**config.mk**
```make
export PLATFORM = sky130hd
export DESIGN_NAME = cla16
export DESIGN_NICKNAME = d
export VERILOG_FILES = /design/src/rtl/cla16.sv
export SDC_FILE = /design/constraint.sdc
export NUM_CORES = 1
export LEC_CHECK = 0
export ABC_AREA = 1
export CAP_MARGIN = 20
export CORE_AREA = 5 5 54 56
export DETAILED_ROUTE_END_ITERATION = 8
export DIE_AREA = 0 0 59 61
export PLACE_DENSITY = 0.78
export SLEW_MARGIN = 20
export SYNTH_ARGS = -nofsm -noshare
export SYNTH_HDL_FRONTEND = slang
export SYNTH_SLANG_ARGS = --single-unit
```
**constraint.sdc**
```tcl
create_clock -name vclk -period 2.02
set_clock_uncertainty 0.05 [all_clocks]
set_input_delay 0.303 -clock vclk [all_inputs]
set_output_delay 0.303 -clock vclk [all_outputs]
set_load 0.02 [all_outputs]
```
**src/rtl/cla16.sv**
```systemverilog
module cla16 #(
  parameter int GW = 4,
  parameter int NG = 4
) (
  input  logic [GW*NG-1:0] a_i,
  input  logic [GW*NG-1:0] b_i,
  input  logic             cin_i,
  output logic [GW*NG-1:0] sum_o,
  output logic             cout_o,
  output logic             blk_p_o,
  output logic             blk_g_o
);
  localparam int W  = GW * NG;
  localparam int LW = (GW > NG) ? GW : NG;

  function automatic logic [LW:0] look(input logic [LW-1:0] g, input logic [LW-1:0] p, input logic c0);
    logic [LW:0] c;
    logic t;
    c[0] = c0;
    for (int i = 0; i < LW; i++) begin
      c[i+1] = 1'b0;
      for (int j = 0; j <= i; j++) begin
        t = g[j];
        for (int k = j + 1; k <= i; k++) t = t & p[k];
        c[i+1] = c[i+1] | t;
      end
      t = c0;
      for (int k = 0; k <= i; k++) t = t & p[k];
      c[i+1] = c[i+1] | t;
    end
    return c;
  endfunction

  function automatic logic grp_gen(input logic [LW-1:0] g, input logic [LW-1:0] p, input int n);
    logic r;
    logic t;
    r = 1'b0;
    for (int j = 0; j < n; j++) begin
      t = g[j];
      for (int k = j + 1; k < n; k++) t = t & p[k];
      r = r | t;
    end
    return r;
  endfunction

  logic [W-1:0]  bit_g, bit_p;
  logic [NG-1:0] gp, gg;
  logic [NG:0]   gc;
  logic [LW:0]   top_c;

  assign bit_g = a_i & b_i;
  assign bit_p = a_i ^ b_i;

  for (genvar q = 0; q < NG; q++) begin : g_grp
    logic [LW-1:0] lg, lp;
    logic [LW:0]   lc;
    assign lg = LW'(bit_g[q*GW +: GW]);
    assign lp = LW'(bit_p[q*GW +: GW]);
    assign lc = look(lg, lp, gc[q]);
    assign gp[q] = &bit_p[q*GW +: GW];
    assign gg[q] = grp_gen(lg, lp, GW);
    assign sum_o[q*GW +: GW] = bit_p[q*GW +: GW] ^ lc[GW-1:0];
  end

  assign top_c   = look(LW'(gg), LW'(gp), cin_i);
  assign gc      = top_c[NG:0];
  assign cout_o  = gc[NG];
  assign blk_p_o = &gp;
  assign blk_g_o = grp_gen(LW'(gg), LW'(gp), NG);
endmodule


```
* After elaboration in Yosys (flattened, before gate mapping)
Cells that the tools add are included.
** Word-level totals
- Output and inout port bits :: 19
- Input port bits :: 33
- Word-level logic and storage cells :: 103
- Register bits :: 0
** Operators by class
- Reduce and logical (&&, ||, !) cells :: 5
- Bitwise logic cells :: 98
** Operator list (count)
- bitwise AND 1 bit :: 46
- OR 1 bit :: 46
- bitwise AND 16 bit :: 1
- AND reduction 16 bit :: 1
- AND reduction 4 bit :: 4
- XOR 16 bit :: 1
- XOR 4 bit :: 4

* Longest topological paths before layout
Gate-level depths: netlist (run 1).
- Depth in word-level cells :: 17
- Mapped depth :: 12

* Worst setup path before layout (run 1)
OpenSTA, ideal clock, no wires.
- Kind :: input to output
- Start :: in a_i[6]
- End :: out sum_o[11]
- Data arrival time :: 1921 ps
- Stages :: 10
- Path slack :: -254 ps
- Path buffers :: 0
- Cells stage by stage :: ha_1 nand2_2 nor2_4 nand2_2 o211ai_1 ha_1 nand2_1 nand3_1 a21oi_1 xnor2_1
** On the way
- Longest elaborated chain between the ends :: 13
** Ends and longest elaborated chain
- start, declared :: RTL line 5 : input logic [GW*NG-1:0] a_i,
- XOR 16 bit :: RTL line 52 : assign bit_p = a_i ^ b_i;
- bitwise AND 1 bit (2 in a row) :: RTL line 40 : for (int k = j + 1; k < n; k++) t = t & p[k];
- OR 1 bit (3 in a row) :: RTL line 41 : r = r | t;
- OR 1 bit :: RTL line 25 : c[i+1] = c[i+1] | t;
- OR 1 bit (*) :: RTL line 29 : c[i+1] = c[i+1] | t;
- bitwise AND 1 bit (*) (3 in a row)
- OR 1 bit (*) :: RTL line 29
- XOR 4 bit (*) :: RTL line 62 : assign sum_o[q*GW +: GW] = bit_p[q*GW +: GW] ^ lc[GW-1:0];
- end, declared :: RTL line 8 : output logic [GW*NG-1:0] sum_o,
Mark *: on every way between the ends. The rest lies on a longest branch, timed or not.

* Worst setup path in the final report (run 1)
- Start :: in b_i[9]
- End :: out sum_o[15]
** On the way
- Longest elaborated chain between the ends :: 14
** Ends and longest elaborated chain
- start, declared :: RTL line 6 : input logic [GW*NG-1:0] b_i,
- XOR 16 bit :: RTL line 52
- bitwise AND 1 bit (3 in a row) :: RTL line 40
- OR 1 bit (3 in a row)
- OR 1 bit :: RTL line 25
- OR 1 bit (*) :: RTL line 29
- bitwise AND 1 bit (*)
- bitwise AND 1 bit (*) (2 in a row) :: RTL line 28 : for (int k = 0; k <= i; k++) t = t & p[k];
- OR 1 bit (*) :: RTL line 29
- XOR 4 bit (*) :: RTL line 62
Marked as above.

==> metrics.cfg, run 1 <==
[global_routing]
antenna_found_initial=0
grt_max_degree=6
grt_pass1_vias=1372
grt_use_total_pct=21.8
overflow=0
grt_pass1_wl_mm=6.06

[logic_synthesis]
synth.avg_cell_area_sq_um=7.11
syn_inst=113
yosys.area.top_type=ha_1
yosys.cell_count.top_type=nand2_1
synth_commonest_cells=nand2_1 (32), ha_1 (20), inv_1 (15)
synth.area.top_cells=ha_1 (31%), nand2_1 (15%), fa_1 (10%), xor2_1 (7.6%), inv_1 (7.0%)
synth_nets=170
synthesis.area_sq_um=803
synth_cell_types=16
yosysWarnings=0
yosysTopAreaCellShare_pct=31.2
seq_area_frac_synth_pct=0

[finish]
clkbuf_count=0
utilization_pct=89.9
n_fill_cell=109
multi_input_area_sq_mm=0.00117
drive_gt1_share_pct=78.4
nets=277
final-seq-area_sq_um=0
diodes=0
instances_no_fill=248
numSequentialCells=0
area_delta_synth_final_pct=167

[sta]
rsz0062_at_grt=true
drv_slew=0
slew_headroom_pct=81.2
fin_ws_ps=-407
tightest_slew_ps=281
holdWs_ps=1050
fin_crit_sh_pct=120
finalHoldViolCount=0
max_freq_mhz=412
setup_viol=14
period_minus_slack_ps=2430

[power_and_ir_drop]
p_leak_nw=1.03
p_sw_w=0.000394
p_int_w=0.000418
p_sw_share_pct=48.5
p_seq_share_pct=0
power_density_mw_per_mm2=378
irDropWorstVdd_uv=317
pwr-share-clk_pct=0
pwr-share-comb_pct=100.0

[worst_setup_path]
critPathLaunchType=input pin
cp_cell_sequence=buf_6 > ha_4 > nand2_2 > nand2_1 > nand2_1 > and2_1 > nand4_1 > ha_2 > nand2_1 > nand3_2 > a21oi_2 > xnor2_2 > buf_4
critical_path.max_fanout=3
max_stage_delay_ps=250
cp_slowest_cell=ha_4
worstPathRequired_ps=1670
path_common_cell=nand2_1
criticalPathCategory=in -> out
cp-end-kind=output pin
startpoint=b_i[9]
arrival_ps=2070

[detailed_routing]
dr_total_vias=1250
first_pass_iters=4
viasPerCell=5.04
routedWlPerCell_um=17.4
detail_route.iter0.violations=38
ant_nets=0
drc=0
drt_wl_total_mm=4.32

[place]
dp.cells=223
port_buffers=52
dp_hpwl_mm=2.44
place_congestion=0.786

[floorplanning]
initial_core_util_pct=33.6
dieArea_sq_mm=0.00360
dieHeight_um=61
rows=18
core_area_sq_mm=0.00239
die_w_um=59
io_pins=52

[hold_path]
hp-start=b_i[4]
hold_class=in -> out
hold_depth=4

[cts]
postCtsHoldBufs=0

[status]
violations=negative setup slack
status=finished with violations

[flow_run]
max-cap-violations=0

-- power groups by stage --
| stage | clock network (W) | logic (W) | registers, W |
|---|---|---|---|
| floorplan | 0 | 0.000351 | 0 |
| global placement | 0 | 0.000648 | 0 |
| detailed placement | 0 | 0.000666 | 0 |
| CTS | 0 | 0.000738 | 0 |
| global route | 0 | 0.000857 | 0 |
| finish | 0 | 0.000811 | 0 |
-- timing repair --
action	in CTS	in global routing
resized for setup	244	33
setup buffers	22	9
pin swaps	51	25
endpoints found under the setup margin	19	19
-- metrics by stage --
step	total power (W)	TNS (ps)	instance area [sq um]	setup slack, ps
floorplan	0.000351	-134	1030	-101
global placement	0.000648	-16180	1800	-1150
detailed placement	0.000666	-16860	1800	-1200
CTS	0.000738	-2400	2030	-281
global route	0.000857	-4900	2150	-481
finish	0.000811	-3970	2150	-407
-- cells in the final DEF, fill, tap and decap left out, types with 3 or more instances in the layout --
master / count
buf_4: 53
buf_6: 30
nand2_2: 21
ha_4: 16
buf_2: 12
nand2_1: 11
inv_1: 11
dlygate4sd2_1: 9
nor2_4: 5
nand2_4: 4
inv_2: 4
xor2_2: 4
a21oi_2: 4
a21oi_4: 3
nand3_2: 3
xor2_1: 3
xnor2_1: 3
fa_2: 3
ha_2: 3
-- critical path: cells and delay by family --
kind / cells / cell delay (ps)
and+or+nand+nor: 7 / 700
AOI/OAI and AO/OA: 1 / 200
xor gates and xnor gates: 1 / 140
adders and majority gates: 2 / 450
buffers and inverters: 2 / 270
-- final timing paths --
check                        to  slack, ps
worst max-delay path  sum_o[15]       -410
worst min-delay path   sum_o[4]       1050
-- layer usage --
metal | part of all wire, % | up-vias | track usage [%] | wire length, um
met3 | 5.4 | 12 | 2.34 | 233
met4 | 2.5 | 0 | 2.91 | 106
met2 | 55 | 54 | 47.3 | 2360
li1 | - | 572 | - | -
met5 | 0 | - | 0 | 0
met1 | 37 | 612 | 22.1 | 1620
-- layout make-up --
class | count | area share (%)
Inverter | 15 | 2.62
Timing Repair Buffer | 105 | 41.0
Multi-Input combinational cell | 98 | 54.7
Tap cell | 30 | 1.75
-- cells by family (layout without fill, tap and decap cells) --
family / Yosys count / after routing / share of synthesized area [%]
xor+xnor: 12 / 12 / 13.1
simple gates: 53 / 53 / 32.9
fa+ha+maj: 24 / 24 / 41.1
buf+inv: 15 / 120 / 7.01
compound gates: 9 / 9 / 5.92
(Power assumes the default switching activity.)
==> run 2, diff against run 1 <==
--- a/config.mk
+++ b/config.mk
@@ -7,11 +7,10 @@
 export LEC_CHECK = 0
 export ABC_AREA = 1
 export CAP_MARGIN = 20
-export CORE_AREA = 5 5 54 56
+export CORE_AREA = 2 2 51 53
 export DETAILED_ROUTE_END_ITERATION = 8
-export DIE_AREA = 0 0 59 61
+export DIE_AREA = 0 0 53 55
 export PLACE_DENSITY = 0.78
-export SLEW_MARGIN = 20
 export SYNTH_ARGS = -nofsm -noshare
 export SYNTH_HDL_FRONTEND = slang
 export SYNTH_SLANG_ARGS = --single-unit
==> run 2 against run 1 <==
The run still ends with negative setup slack left. Final cell count rose by 2.0%. Count of clock-buffer cells in the layout did not move. Die area fell by 19%. Setup slack got worse by 140 ps. Routed wire length rose by 34%. Sequential cell count did not move. Critical path depth rose by 1. First-iteration DRC count fell by 5.3%. Non-clock buffer count rose by 5. Core utilization rose by 6.0 points. Hold slack improved by 33 ps. Critical path type unchanged. Largest cell class unchanged.
==> metrics.cfg, run 2 (synthesis gave the netlist of run 1 again) <==
[status]
status=finished with violations
violations=negative setup slack

[sta]
max_freq_mhz=390
holdWs_ps=1080
slew_headroom_pct=80.3
drv_slew=0
fin_crit_sh_pct=127
fin_ws_ps=-543
tightest_slew_ps=294
period_minus_slack_ps=2560
rsz0062_at_grt=true
setup_viol=16
finalHoldViolCount=0

[global_routing]
grt_max_degree=6
grt_pass1_wl_mm=6.31
antenna_found_initial=0
grt_use_total_pct=30.0
grt_pass1_vias=1423
overflow=0

[detailed_routing]
ant_nets=0
dr_total_vias=1416
viasPerCell=5.60
drc=0
first_pass_iters=4
drt_wl_total_mm=5.81
detail_route.iter0.violations=36
routedWlPerCell_um=22.9

[floorplanning]
dieHeight_um=55
die_w_um=53
rows=18
initial_core_util_pct=34.0
dieArea_sq_mm=0.00292
io_pins=52
core_area_sq_mm=0.00236

[flow_run]
max-cap-violations=0

[place]
dp.cells=227
port_buffers=52
dp_hpwl_mm=2.32
place_congestion=0.730

[worst_setup_path]
arrival_ps=2210
criticalPathCategory=in -> out
worstPathRequired_ps=1670
critPathLaunchType=input pin
cp-end-kind=output pin
critical_path.max_fanout=3

[finish]
clkbuf_count=0
nets=282
instances_no_fill=253
drive_gt1_share_pct=80.3
final_cell_mix=buf_4 (57), buf_6 (32), nand2_2 (17)
numSequentialCells=0
area_delta_synth_final_pct=183
diodes=0
mostFrequentLayoutCell=buf_4
final-seq-area_sq_um=0

[power_and_ir_drop]
finalPower_w=0.000930
power_density_mw_per_mm2=410
irDropWorstVdd_uv=410
p_leak_nw=1.10

[cts]
postCtsHoldBufs=0

[hold_path]
hold_depth=5
hold_class=in -> out

[run 2: cell count changes in the layout (fill, tap and decap cells not counted), moves of 3 or more]
cell,previous run,this run
nand2_2,21,17
buf_2,12,9
nand2_4,4,10
inv_2,4,1
buf_4,53,57
[run 2: per-stage QoR]
step | instance area [sq um] | utilization (%) | setup TNS (ps) | worst slack, ps
after floorplan | 1030 | - | -134 | -101
after global placement | 1830 | 77.2 | -16340 | -1130
after detailed placement | 1830 | 77.2 | -17060 | -1200
after CTS | 2130 | 90.1 | -2480 | -316
after global routing | 2270 | 96.0 | -5240 | -541
final | 2270 | 96.0 | -4950 | -543
[run 2: area by class of cell]
cell class                 count  area [sq um]
fill                          56          95.1
inverter                      15          58.8
multi-input combinational     98          1240
tap                           30          37.5
timing repair buffer         110           933
[run 2: path summary, 6_finish.rpt]
kind,from,endpoint
setup / recovery,b_i[7],sum_o[15]
hold / removal,a_i[6],sum_o[7]
[run 2: power breakdown]
| group | internal [W] | switching, W |
|---|---|---|
| Clock | 0 | 0 |
| Sequential | 0 | 0 |
| Combinational | 0.000471 | 0.000459 |
| Total | 0.000471 | 0.000459 |
[run 2: layer usage]
layer | vias to the layer above | part of all wire, % | track usage, %
li1 | 583 | - | -
met1 | 660 | 31 | 26.4
met2 | 121 | 52 | 63.7
met3 | 52 | 8.4 | 4.84
met4 | 0 | 9.1 | 16.7
met5 | - | 0 | 0
[run 2: what timing repair did]
item                                    4_1_cts  5_1_grt
endpoints found under the hold margin         0        0
gates resized for setup                     249       40
cloned                                        0        0
setup buffers                                24        5
endpoints found under the setup margin       19       19
pin swaps                                    45       38
[run 2: critical path, stage by stage]
cell and delay, ps:
buf_6 100, ha_4 250, nand2_4 90, inv_1 70, nand2_2 70, nand2_2 90
nand2_1 110, nand4_1 210, ha_2 240, nand2_2 80, nand3_4 80, a21oi_4 190
xnor2_2 140, buf_4 170
